`config.mk`:
```
export PLATFORM = sky130hd
export DESIGN_NAME = prio_irq_ctrl
export DESIGN_NICKNAME = d
export VERILOG_FILES = /design/src/rtl/pic_pkg.sv /design/src/rtl/pic_src_latch.sv /design/src/rtl/pic_arbiter.sv /design/src/rtl/pic_level_stack.sv /design/src/rtl/prio_irq_ctrl.sv
export SDC_FILE = /design/constraint.sdc
export NUM_CORES = 1
export LEC_CHECK = 0
export BUFFER_PORTS_ARGS = -buffer_cell sky130_fd_sc_hd__buf_2
export CAP_MARGIN = 20
export CELL_PAD_IN_SITES_DETAIL_PLACEMENT = 1
export CELL_PAD_IN_SITES_GLOBAL_PLACEMENT = 1
export CORE_ASPECT_RATIO = 0.9
export CORE_MARGIN = 2
export CORE_UTILIZATION = 41
export CTS_CLUSTER_SIZE = 30
export DETAILED_ROUTE_END_ITERATION = 10
export GPL_TIMING_DRIVEN = 0
export PLACE_DENSITY = 0.88
export SYNTH_ARGS = -nofsm -noshare
export SYNTH_HDL_FRONTEND = slang
export SYNTH_SLANG_ARGS = --single-unit
```
`constraint.sdc`:
```
create_clock -name clk -period 15.4 [get_ports clk]
set_input_delay 0.77 -clock clk [delete_from_list [all_inputs] [get_ports clk]]
set_output_delay 0.77 -clock clk [all_outputs]
set_load 0.01 [all_outputs]
```
`src/rtl/pic_pkg.sv`:
```
package pic_pkg;
  localparam int NUM_SRC  = 24;
  localparam int NUM_VEC  = 10;
  localparam int NUM_XVEC = 2;
  localparam int ADDR_W   = 8;
  localparam int VEC_BASE = 3;
  localparam int VEC_STEP = 8;
  localparam int VIDX_W   = $clog2(NUM_VEC);

  typedef logic [1:0] lvl_t;
  localparam lvl_t LV_NONE = 2'd0;
  localparam lvl_t LV_L    = 2'd1;
  localparam lvl_t LV_H    = 2'd2;
  localparam lvl_t LV_X    = 2'd3;

  // number of sources grouped on each vector, in vector order
  localparam int GRP_SIZE [NUM_VEC] = '{1, 1, 4, 4, 1, 2, 2, 2, 3, 4};

  function automatic logic [NUM_SRC-1:0] grp_mask(input int v);
    int first;
    logic [NUM_SRC-1:0] m;
    first = 0;
    for (int i = 0; i < NUM_VEC; i++)
      if (i < v) first += GRP_SIZE[i];
    m = '0;
    for (int s = 0; s < NUM_SRC; s++)
      if (v >= 0 && v < NUM_VEC)
        if (s >= first && s < first + GRP_SIZE[v]) m[s] = 1'b1;
    return m;
  endfunction

  function automatic lvl_t rank_of(input int v, input logic hi);
    if (!hi) return LV_L;
    return (v < NUM_XVEC) ? LV_X : LV_H;
  endfunction

  function automatic logic [ADDR_W-1:0] vaddr_of(input int v);
    return ADDR_W'(VEC_BASE + v * VEC_STEP);
  endfunction
endpackage

```
`src/rtl/pic_src_latch.sv`:
```
module pic_src_latch
  import pic_pkg::*;
(
  input  logic               clk,
  input  logic               rst_n,
  input  logic [NUM_SRC-1:0] src_req,
  input  logic [NUM_SRC-1:0] src_en,
  input  logic               clr_en,
  input  logic [NUM_SRC-1:0] clr_bits,
  output logic [NUM_SRC-1:0] pend,
  output logic [NUM_VEC-1:0] vec_req
);
  logic [NUM_SRC-1:0] clr_eff;

  assign clr_eff = clr_en ? clr_bits : '0;

  always_ff @(posedge clk) begin
    if (!rst_n) pend <= '0;
    else        pend <= (pend & ~clr_eff) | src_req;
  end

  for (genvar v = 0; v < NUM_VEC; v++) begin : g_vec
    localparam logic [NUM_SRC-1:0] GMASK = grp_mask(v);
    assign vec_req[v] = |(pend & src_en & GMASK);
  end

  AST_PEND_STICKY: assert property (@(posedge clk) disable iff (!rst_n)
    !clr_en |=> (($past(pend) & ~pend) == '0));
endmodule

```
`src/rtl/pic_arbiter.sv`:
```
module pic_arbiter
  import pic_pkg::*;
(
  input  logic [NUM_VEC-1:0] vec_req,
  input  logic [NUM_VEC-1:0] vec_hi,
  input  lvl_t               floor_lvl,
  output logic               found,
  output logic [VIDX_W-1:0]  win_idx,
  output lvl_t               win_lvl
);
  lvl_t rank [NUM_VEC];

  for (genvar v = 0; v < NUM_VEC; v++) begin : g_rank
    if (v < NUM_XVEC) begin : g_x
      assign rank[v] = vec_hi[v] ? LV_X : LV_L;
    end else begin : g_h
      assign rank[v] = vec_hi[v] ? LV_H : LV_L;
    end
  end

  // ascending scan with strict compare keeps the lowest index on a tie
  always_comb begin
    found   = 1'b0;
    win_idx = '0;
    win_lvl = floor_lvl;
    for (int v = 0; v < NUM_VEC; v++) begin
      if (vec_req[v] && (rank[v] > win_lvl)) begin
        found   = 1'b1;
        win_idx = VIDX_W'(v);
        win_lvl = rank[v];
      end
    end
  end
endmodule

```
`src/rtl/pic_level_stack.sv`:
```
module pic_level_stack
  import pic_pkg::*;
#(
  parameter int DEPTH = 4
) (
  input  logic clk,
  input  logic rst_n,
  input  logic enter,
  input  lvl_t enter_lvl,
  input  logic leave,
  output lvl_t cur_lvl
);
  localparam int CNT_W = $clog2(DEPTH + 1);
  localparam int IDX_W = $clog2(DEPTH);

  lvl_t             mem [DEPTH];
  logic [CNT_W-1:0] cnt;
  logic [CNT_W-1:0] cnt_m1;

  assign cnt_m1 = cnt - 1'b1;

  always_ff @(posedge clk) begin
    if (!rst_n) begin
      cnt     <= '0;
      cur_lvl <= LV_NONE;
      for (int i = 0; i < DEPTH; i++) mem[i] <= LV_NONE;
    end else if (enter) begin
      if (cnt < CNT_W'(DEPTH)) begin
        mem[cnt[IDX_W-1:0]] <= cur_lvl;
        cnt <= cnt + 1'b1;
      end
      cur_lvl <= enter_lvl;
    end else if (leave && (cnt != '0)) begin
      cur_lvl <= mem[cnt_m1[IDX_W-1:0]];
      cnt     <= cnt_m1;
    end
  end

  AST_NO_OVERFLOW: assert property (@(posedge clk) disable iff (!rst_n)
    enter |-> (cnt < CNT_W'(DEPTH)));
  AST_LEVEL_RISES: assert property (@(posedge clk) disable iff (!rst_n)
    enter |=> (cur_lvl > $past(cur_lvl)));
  AST_EMPTY_RET_HOLDS: assert property (@(posedge clk) disable iff (!rst_n)
    (leave && !enter && cnt == '0) |=> $stable(cur_lvl));
endmodule

```
`src/rtl/prio_irq_ctrl.sv`:
```
module prio_irq_ctrl
  import pic_pkg::*;
#(
  parameter int STACK_DEPTH = 4
) (
  input  logic               clk,
  input  logic               rst_n,
  input  logic [NUM_SRC-1:0] src_req,
  input  logic [NUM_SRC-1:0] src_en,
  input  logic [NUM_VEC-1:0] vec_hi,
  output logic               irq_valid,
  input  logic               irq_ready,
  output logic [ADDR_W-1:0]  irq_vaddr,
  output logic [1:0]         irq_level,
  output logic [NUM_SRC-1:0] irq_flags,
  input  logic               irq_ret,
  output logic [1:0]         cur_level
);
  localparam logic [ADDR_W-1:0] FIRST_SHARED = ADDR_W'(VEC_BASE + NUM_XVEC * VEC_STEP);

  logic [NUM_SRC-1:0] pend;
  logic [NUM_VEC-1:0] vec_req;
  logic               found;
  logic [VIDX_W-1:0]  win_idx;
  lvl_t               win_lvl;
  lvl_t               cur_lvl;
  logic               take;
  logic [NUM_SRC-1:0] cand_flags;

  assign take      = irq_valid & irq_ready;
  assign cur_level = cur_lvl;

  pic_src_latch u_latch (
    .clk      (clk),
    .rst_n    (rst_n),
    .src_req  (src_req),
    .src_en   (src_en),
    .clr_en   (take),
    .clr_bits (irq_flags),
    .pend     (pend),
    .vec_req  (vec_req)
  );

  pic_arbiter u_arb (
    .vec_req   (vec_req),
    .vec_hi    (vec_hi),
    .floor_lvl (cur_lvl),
    .found     (found),
    .win_idx   (win_idx),
    .win_lvl   (win_lvl)
  );

  pic_level_stack #(.DEPTH(STACK_DEPTH)) u_stack (
    .clk       (clk),
    .rst_n     (rst_n),
    .enter     (take),
    .enter_lvl (irq_level),
    .leave     (irq_ret),
    .cur_lvl   (cur_lvl)
  );

  assign cand_flags = pend & src_en & grp_mask(int'(win_idx));

  always_ff @(posedge clk) begin
    if (!rst_n) begin
      irq_valid <= 1'b0;
      irq_vaddr <= '0;
      irq_level <= LV_NONE;
      irq_flags <= '0;
    end else if (take) begin
      irq_valid <= 1'b0;
    end else if (!irq_valid && found) begin
      irq_valid <= 1'b1;
      irq_vaddr <= vaddr_of(int'(win_idx));
      irq_level <= win_lvl;
      irq_flags <= cand_flags;
    end
  end

  AST_HOLD_STABLE: assert property (@(posedge clk) disable iff (!rst_n)
    (irq_valid && !irq_ready) |=> (irq_valid && $stable(irq_vaddr)
      && $stable(irq_level) && $stable(irq_flags)));
  AST_GAP_AFTER_TAKE: assert property (@(posedge clk) disable iff (!rst_n)
    take |=> !irq_valid);
  AST_STRICT_ABOVE: assert property (@(posedge clk) disable iff (!rst_n)
    irq_valid |-> (irq_level > cur_level));
  AST_HIGH_ON_SHARED: assert property (@(posedge clk) disable iff (!rst_n)
    (irq_valid && irq_level == LV_H) |-> (irq_vaddr >= FIRST_SHARED));
  AST_TOP_ON_FIRST: assert property (@(posedge clk) disable iff (!rst_n)
    (irq_valid && irq_level == LV_X) |-> (irq_vaddr < FIRST_SHARED));
  AST_FLAGS_PRESENT: assert property (@(posedge clk) disable iff (!rst_n)
    irq_valid |-> (irq_flags != '0));
  AST_MASKED_ABSENT: assert property (@(posedge clk) disable iff (!rst_n)
    $rose(irq_valid) |-> ((irq_flags & ~$past(src_en)) == '0));
endmodule

```
==> results of run 1 <==
==> cells by family (layout without fill, tap and decap cells) <==
family                   after synthesis  after routing  share of synthesized area [%]
AO/OA/AOI/OAI                        175            175                           29.4
adder cells (fa/ha/maj)               26             26                           7.15
AND/OR/NAND/NOR                      219            219                           24.6
XOR/XNOR                               6              6                           1.17
buffers and inverters                 35            158                           3.62
other                                  1              2                         0.0834
multiplexers                           4              4                           1.45
flip-flops                            69             69                           32.5
==> worst max-delay path: cells and delay by family (launching register included) <==
family                   cells  cell delay (ps)
buffers and inverters        6              830
AND/OR/NAND/NOR             24             4470
adder cells (fa/ha/maj)     13             3780
AO/OA/AOI/OAI               28             4990
flip-flops                   1              430
==> metrics by stage <==
step                cell area [µm²]  setup TNS (ps)
finish                         5600               0
detailed placement             5150          -15520
global placement               5150           -7030
CTS                            5490               0
global route                   5600           -84.4
floorplan                      4500               0
==> Yosys cell counts, drive strengths merged, types with 3 or more instances <==
| library cell | instances |
|---|---|
| nor2b | 36 |
| o21ai | 28 |
| a21o | 4 |
| a211oi | 5 |
| a2111oi | 3 |
| nand4 | 5 |
| edfxtp | 8 |
| maj3 | 3 |
| ha | 23 |
| a21oi | 45 |
| nand2b | 6 |
| a32o | 6 |
| o31ai | 5 |
| and3 | 5 |
| a21boi | 8 |
| a22o | 7 |
| dfxtp | 61 |
| a31oi | 5 |
| nand3 | 13 |
| clkbuf | 9 |
| nor2 | 38 |
| a22oi | 6 |
| inv | 16 |
| nand2 | 80 |
| o41ai | 7 |
| o21a | 8 |
| nor3 | 9 |
| o211ai | 8 |
| a32oi | 3 |
| buf | 10 |
| o211a | 4 |
| and2 | 11 |
| or3 | 3 |
| nor4 | 4 |
| xnor2 | 5 |
| or2 | 4 |
==> path summary, 6_finish.rpt <==
path / startpoint / end / slack, ps / depth (start not counted)
worst max register to register: u_stack.cur_lvl[1] / irq_flags[12] / 850 / 71
worst max-delay path: u_stack.cur_lvl[1] / irq_flags[12] / 850 / 71
worst min-delay path: irq_vaddr[4] / irq_vaddr[4] / 480 / 2
worst min register to register: irq_vaddr[4] / irq_vaddr[4] / 480 / 2
==> power groups by stage <==
stage,registers [mW],logic (mW),clock network [mW]
final,0.230,0.730,0.204
after CTS,0.229,0.660,0.205
after detailed placement,0.232,0.634,0
after global routing,0.232,0.781,0.213
after global placement,0.230,0.606,0
after floorplan,0.232,0.459,0
==> final cells by class <==
| cell class | count | area, µm² |
|---|---|---|
| clock inverters | 7 | 66.3 |
| fillers | 1309 | 5160 |
| inverters | 16 | 60.1 |
| repair buffers | 107 | 563 |
| multi-input cells | 432 | 2960 |
| well taps | 133 | 166 |
| plain buffers | 19 | 103 |
| clock buffers | 9 | 225 |
| flip-flops and latches | 69 | 1470 |
==> per-layer routing <==
layer  wire [µm]  vias up  share of wire, %
met2        8040      197                48
met5           0        -                 0
met1        6990     2411                42
met3        1010       43               6.1
met4         552        0               3.3
li1            -     2213                 -
==> flip-flops by register name, indices dropped and copies added, names as in the netlist <==
name	flops
irq_flags	24
irq_level	2
irq_vaddr	5
irq_valid	1
u_latch.pend	24
u_stack.cnt	3
u_stack.cur_lvl	2
u_stack.mem	8
==> timing repair <==
action	CTS	global route
buffers inserted	3	8
hold buffers	0	0
gates resized for setup	8	17
setup endpoints to repair	19	19
pin swaps	2	5
==> results.txt, run 1 <==
status: completed
Num CTS Buffers: 9
Sequential Power Share: 19.8%
post-synth top area share: 27.2%
Hold/Removal Path Class: reg -> reg
dpl cells: 765
Layout area overhead: 24.7%
Post-synth EDFFs: 8
drt drc: 0
fraction of layout cells with a size suffix above 1: 26.6%
Slew Viols, Final: 0
Pleak: 2.38 nW
largest net degree at the start of global routing: 13
highest clock rate: 68.7 MHz
Die W: 114 µm
TritonCTS clock tree: yes
critical path class: reg -> reg
met3 track demand over resource: 3.73%
met1 GRT Util: 35.4%
vias in the first global route: 4771
ANT cells: 0
worst vdd ir: 0.118 mV
Crit path largest cell delay: 480 ps
core area: 10800 µm²
Cell Area, Synth: 4500 µm²
clock slew at reported path FFs: 60 ps
Switch Pwr: 0.564 mW
top post-synthesis cells by area: dfxtp_1 27%, nand2_1 6.5%, ha_1 6.4%
YS warnings: 0
via count: 4864
met2 GRT Util: 46.8%
async set-reset flop share out of synthesis: 0%
post-synthesis sequential area ratio: 32.5%
DR vias/cell: 6.14
clk sinks: 69
final period utilization: 94.5%
gp weighted congestion: 0.901
Sw Ratio: 48.5%
Yosys cell types: 84
initial antenna violation count: 0
#FFs+latches synth: 69
Hold Slack: 484 ps
CTS max path bufs: 2
first-pass GRT wire length: 25.0 mm
Routed Wire Length: 16.6 mm
Setup WS pre-CTS: -1250 ps
clock power share: 17.5%
CP max stage cell: or4_4
final critical-path setup slack: 851 ps
grt ovf: 0
DP HPWL: 12.1 mm
CP Data Required Time: 15680 ps
ys flop type: dfxtp_1
PortBufs: 96
Pwr per Cell Area: 208 nW/µm²
DR pass1 iterations: 5
Internal Power: 0.600 mW
worst-margin pin slew: 981 ps
most frequent cell on the critical path: ha_1
combinational power share: 62.7%
most common cell after layout, fill and taps aside: buf_2
# nets final: 739
DR WL/cell: 20.9 µm
Starting Density: 41.8%
Worst setup SP type: flip-flop
post-detailed-route count of antenna-violating nets: 0
Tmin final: 14550 ps
Setup Skew: 11.7 ps
num ports: 99
grt peak-use layer: met2
Design Power: 1.16 mW
die height: 103 µm
Worst Path Arrival: 14830 ps
average size of a mapped cell: 8.40 µm²
htree depth: 3
Worst setup EP type: flip-flop
Synth Instances: 535
clock latency at the later pin of the worst-skew pair: 350 ps
relative slew slack: 34.6%
cell taking the most area after synthesis: dfxtp_1
max-cap violations: 0
DIE AREA: 11800 µm²
post-layout util: 52.1%
Setup-failing EPs final: 0
DRT iter0 DRCs: 291
Final Hold Viols: 0
CP Max Fanout: 9
root buf cell: clkbuf_16
Layout Cells excl Fill: 792
FP Rows: 36
GR Util All Layers: 27.6%
highest-count cells in the layout ignoring fill and taps: 97 x buf_2, 78 x nand2_1, 60 x dfxtp_1, 41 x a21oi_1, 35 x nor2b_1
(Power assumes the default switching activity.)
==> run 2, diff against run 1 <==
--- a/config.mk
+++ b/config.mk
@@ -10,12 +10,13 @@
 export CELL_PAD_IN_SITES_DETAIL_PLACEMENT = 1
 export CELL_PAD_IN_SITES_GLOBAL_PLACEMENT = 1
 export CORE_ASPECT_RATIO = 0.9
-export CORE_MARGIN = 2
+export CORE_MARGIN = 3
 export CORE_UTILIZATION = 41
 export CTS_CLUSTER_SIZE = 30
 export DETAILED_ROUTE_END_ITERATION = 10
 export GPL_TIMING_DRIVEN = 0
 export PLACE_DENSITY = 0.88
+export RECOVER_POWER = 50
 export SYNTH_ARGS = -nofsm -noshare
 export SYNTH_HDL_FRONTEND = slang
 export SYNTH_SLANG_ARGS = --single-unit
==> run 2 against run 1 <==
Cell area decreased by 0.16%. Non-clock buffer count increased by 5. Maximum frequency decreased by 1.3%. Final cell count unchanged. Clock-buffer cell count increased by 3. Highest routed layer is now met5. Hold slack improved by 8.2 ps. Utilization increased by 1.4 points. Via count increased by 4.3%. Critical path depth decreased by 1. Combinational power increased by 8.1%.
==> results.txt, run 2 (synthesis gave the netlist of run 1 again) <==
root buf cell: clkbuf_16
R2R depth: 70
max-cap violations: 0
GR Util All Layers: 27.5%
Final Hold Viols: 0
gp weighted congestion: 0.853
Starting Density: 43.0%
worst-margin pin slew: 1030 ps
Setup-failing EPs final: 0
Slew Viols, Final: 0
Layout area overhead: 24.5%
drt drc: 0
R2R Path End: irq_flags[1]
Routed Wire Length: 17.8 mm
Sw Ratio: 49.8%
status: completed
Pwr per Cell Area: 215 nW/µm²
Pleak: 2.27 nW
relative slew slack: 31.5%
final critical-path setup slack: 660 ps
clk sinks: 69
core area: 10500 µm²
DR vias/cell: 6.41
DIE AREA: 12300 µm²
critical path class: reg -> reg
initial antenna violation count: 1
CP Max Fanout: 9
CP Data Required Time: 15620 ps
Worst setup EP type: flip-flop
die height: 105 µm
final period utilization: 95.7%
Hold Slack: 492 ps
Sequential Power Share: 19.2%
vias in the first global route: 5062
grt ovf: 0
clock slew at reported path FFs: 50 ps
DR WL/cell: 22.4 µm
critical path depth: 70
biggest registers after layout: irq_flags: 24 flops, u_latch.pend: 24 flops, u_stack.mem: 8 flops
Hold/Removal Path Class: reg -> reg
Die W: 116 µm
CTS max path bufs: 2
TritonCTS clock tree: yes
worst r2r src: u_stack.cur_lvl[1]
ANT cells: 0
combinational power share: 65.6%
Tmin final: 14740 ps
Setup WS pre-CTS: -1710 ps
clock latency at the later pin of the worst-skew pair: 330 ps
num ports: 99
clock power share: 15.2%
Switch Pwr: 0.599 mW
Setup Skew: 6.76 ps
post-detailed-route count of antenna-violating nets: 0
DR pass1 iterations: 6
Worst setup SP type: flip-flop
largest net degree at the start of global routing: 12
worst hold start: irq_flags[18]
FP Rows: 35
htree depth: 3
Num CTS Buffers: 9
CP max stage cell: or4_4
FF-to-FF setup slack: 660 ps
Worst Path Arrival: 14960 ps
worst vdd ir: 0.104 mV
Crit path largest cell delay: 470 ps
fraction of layout cells with a size suffix above 1: 22.6%
via count: 5073
most frequent cell on the critical path: ha_1
DP HPWL: 12.6 mm
Crit path max-delay family: compound AO/OA/AOI/OAI gates
DRT iter0 DRCs: 573
hold-fix buffers at CTS: 0
Internal Power: 0.603 mW
PortBufs: 96
# nets final: 744
hold endpoint: irq_flags[18]
first-pass GRT wire length: 26.5 mm
highest clock rate: 67.8 MHz
highest-count cells in the layout ignoring fill and taps: 78 x nand2_1, 63 x buf_2, 60 x dfxtp_1, 46 x clkbuf_1, 40 x a21oi_1
hold depth: 2
Buf+Inv Stages, Crit Path: 6
most common cell after layout, fill and taps aside: nand2_1
post-layout util: 53.5%
==> run 2: changes by cell type in the layout (fill, tap and decap cells not counted), moves of 2 or more <==
cell        previous run  this run
buf_2                 97        63
buf_4                 17        22
clkbuf_1               9        46
clkinv_1               2         0
clkinv_2               1         3
clkinvlp_4             2         0
o21ai_2                3         5
==> run 2: worst max-delay path by stage <==
| stage | from | to | slack (ps) |
|---|---|---|---|
| floorplan | vec_hi[0] | irq_flags[1] | 1410 |
| global placement | vec_hi[0] | irq_flags[1] | -850 |
| detailed placement | vec_hi[0] | irq_flags[1] | -1710 |
| CTS | u_stack.cur_lvl[1] | irq_flags[12] | 5 |
| global route | u_stack.cur_lvl[1] | irq_flags[11] | -250 |
| finish | u_stack.cur_lvl[1] | irq_flags[1] | 660 |
==> run 2: metrics by stage <==
stage / cell area, µm² / setup TNS [ps] / std cells / total power [mW]
floorplan: 4500 / 0 / 536 / 0.691
global placement: 5140 / -8250 / 761 / 0.836
detailed placement: 5140 / -23320 / 761 / 0.874
CTS: 5460 / 0 / 779 / 1.10
global route: 5600 / -1370 / 792 / 1.27
finish: 5600 / 0 / 792 / 1.20
==> run 2: layout make-up <==
cell class	instances	area [µm²]
repair buffers	113	566
multi-input cells	432	2990
inverters	16	60.1
flip-flops and latches	69	1470
clock inverters	3	15.0
fillers	1284	4870
clock buffers	12	236
plain buffers	18	98.8
well taps	129	161
==> run 2: timing repair <==
action | in CTS | in global routing
endpoints found under the setup margin | 19 | 19
setup buffers | 3 | 14
pin swaps | 3 | 10
resized for setup | 12 | 21
==> run 2: power by group through the flow <==
| stage | sequential, mW | combinational [mW] | clock [mW] |
|---|---|---|---|
| after floorplan | 0.232 | 0.459 | 0 |
| after global placement | 0.231 | 0.605 | 0 |
| after global routing | 0.233 | 0.844 | 0.191 |
| after CTS | 0.229 | 0.690 | 0.183 |
| final | 0.230 | 0.789 | 0.183 |
| after detailed placement | 0.232 | 0.642 | 0 |
==> run 2: routing by layer <==
metal	share of wire (%)	wire length (µm)	global-route usage, %	vias to the layer above
met1	40	7160	35.2	2434
met5	0.073	13	0	-
li1	-	-	-	2221
met3	7.8	1390	4.13	87
met2	47	8410	45.4	329
met4	4.5	802	11.8	2
==> run 2: tightest hold or removal path, cell delays in order, from the launching register on <==
cell and delay [ps]:
dfxtp_1 320, nand2_1 60, a21boi_0 60
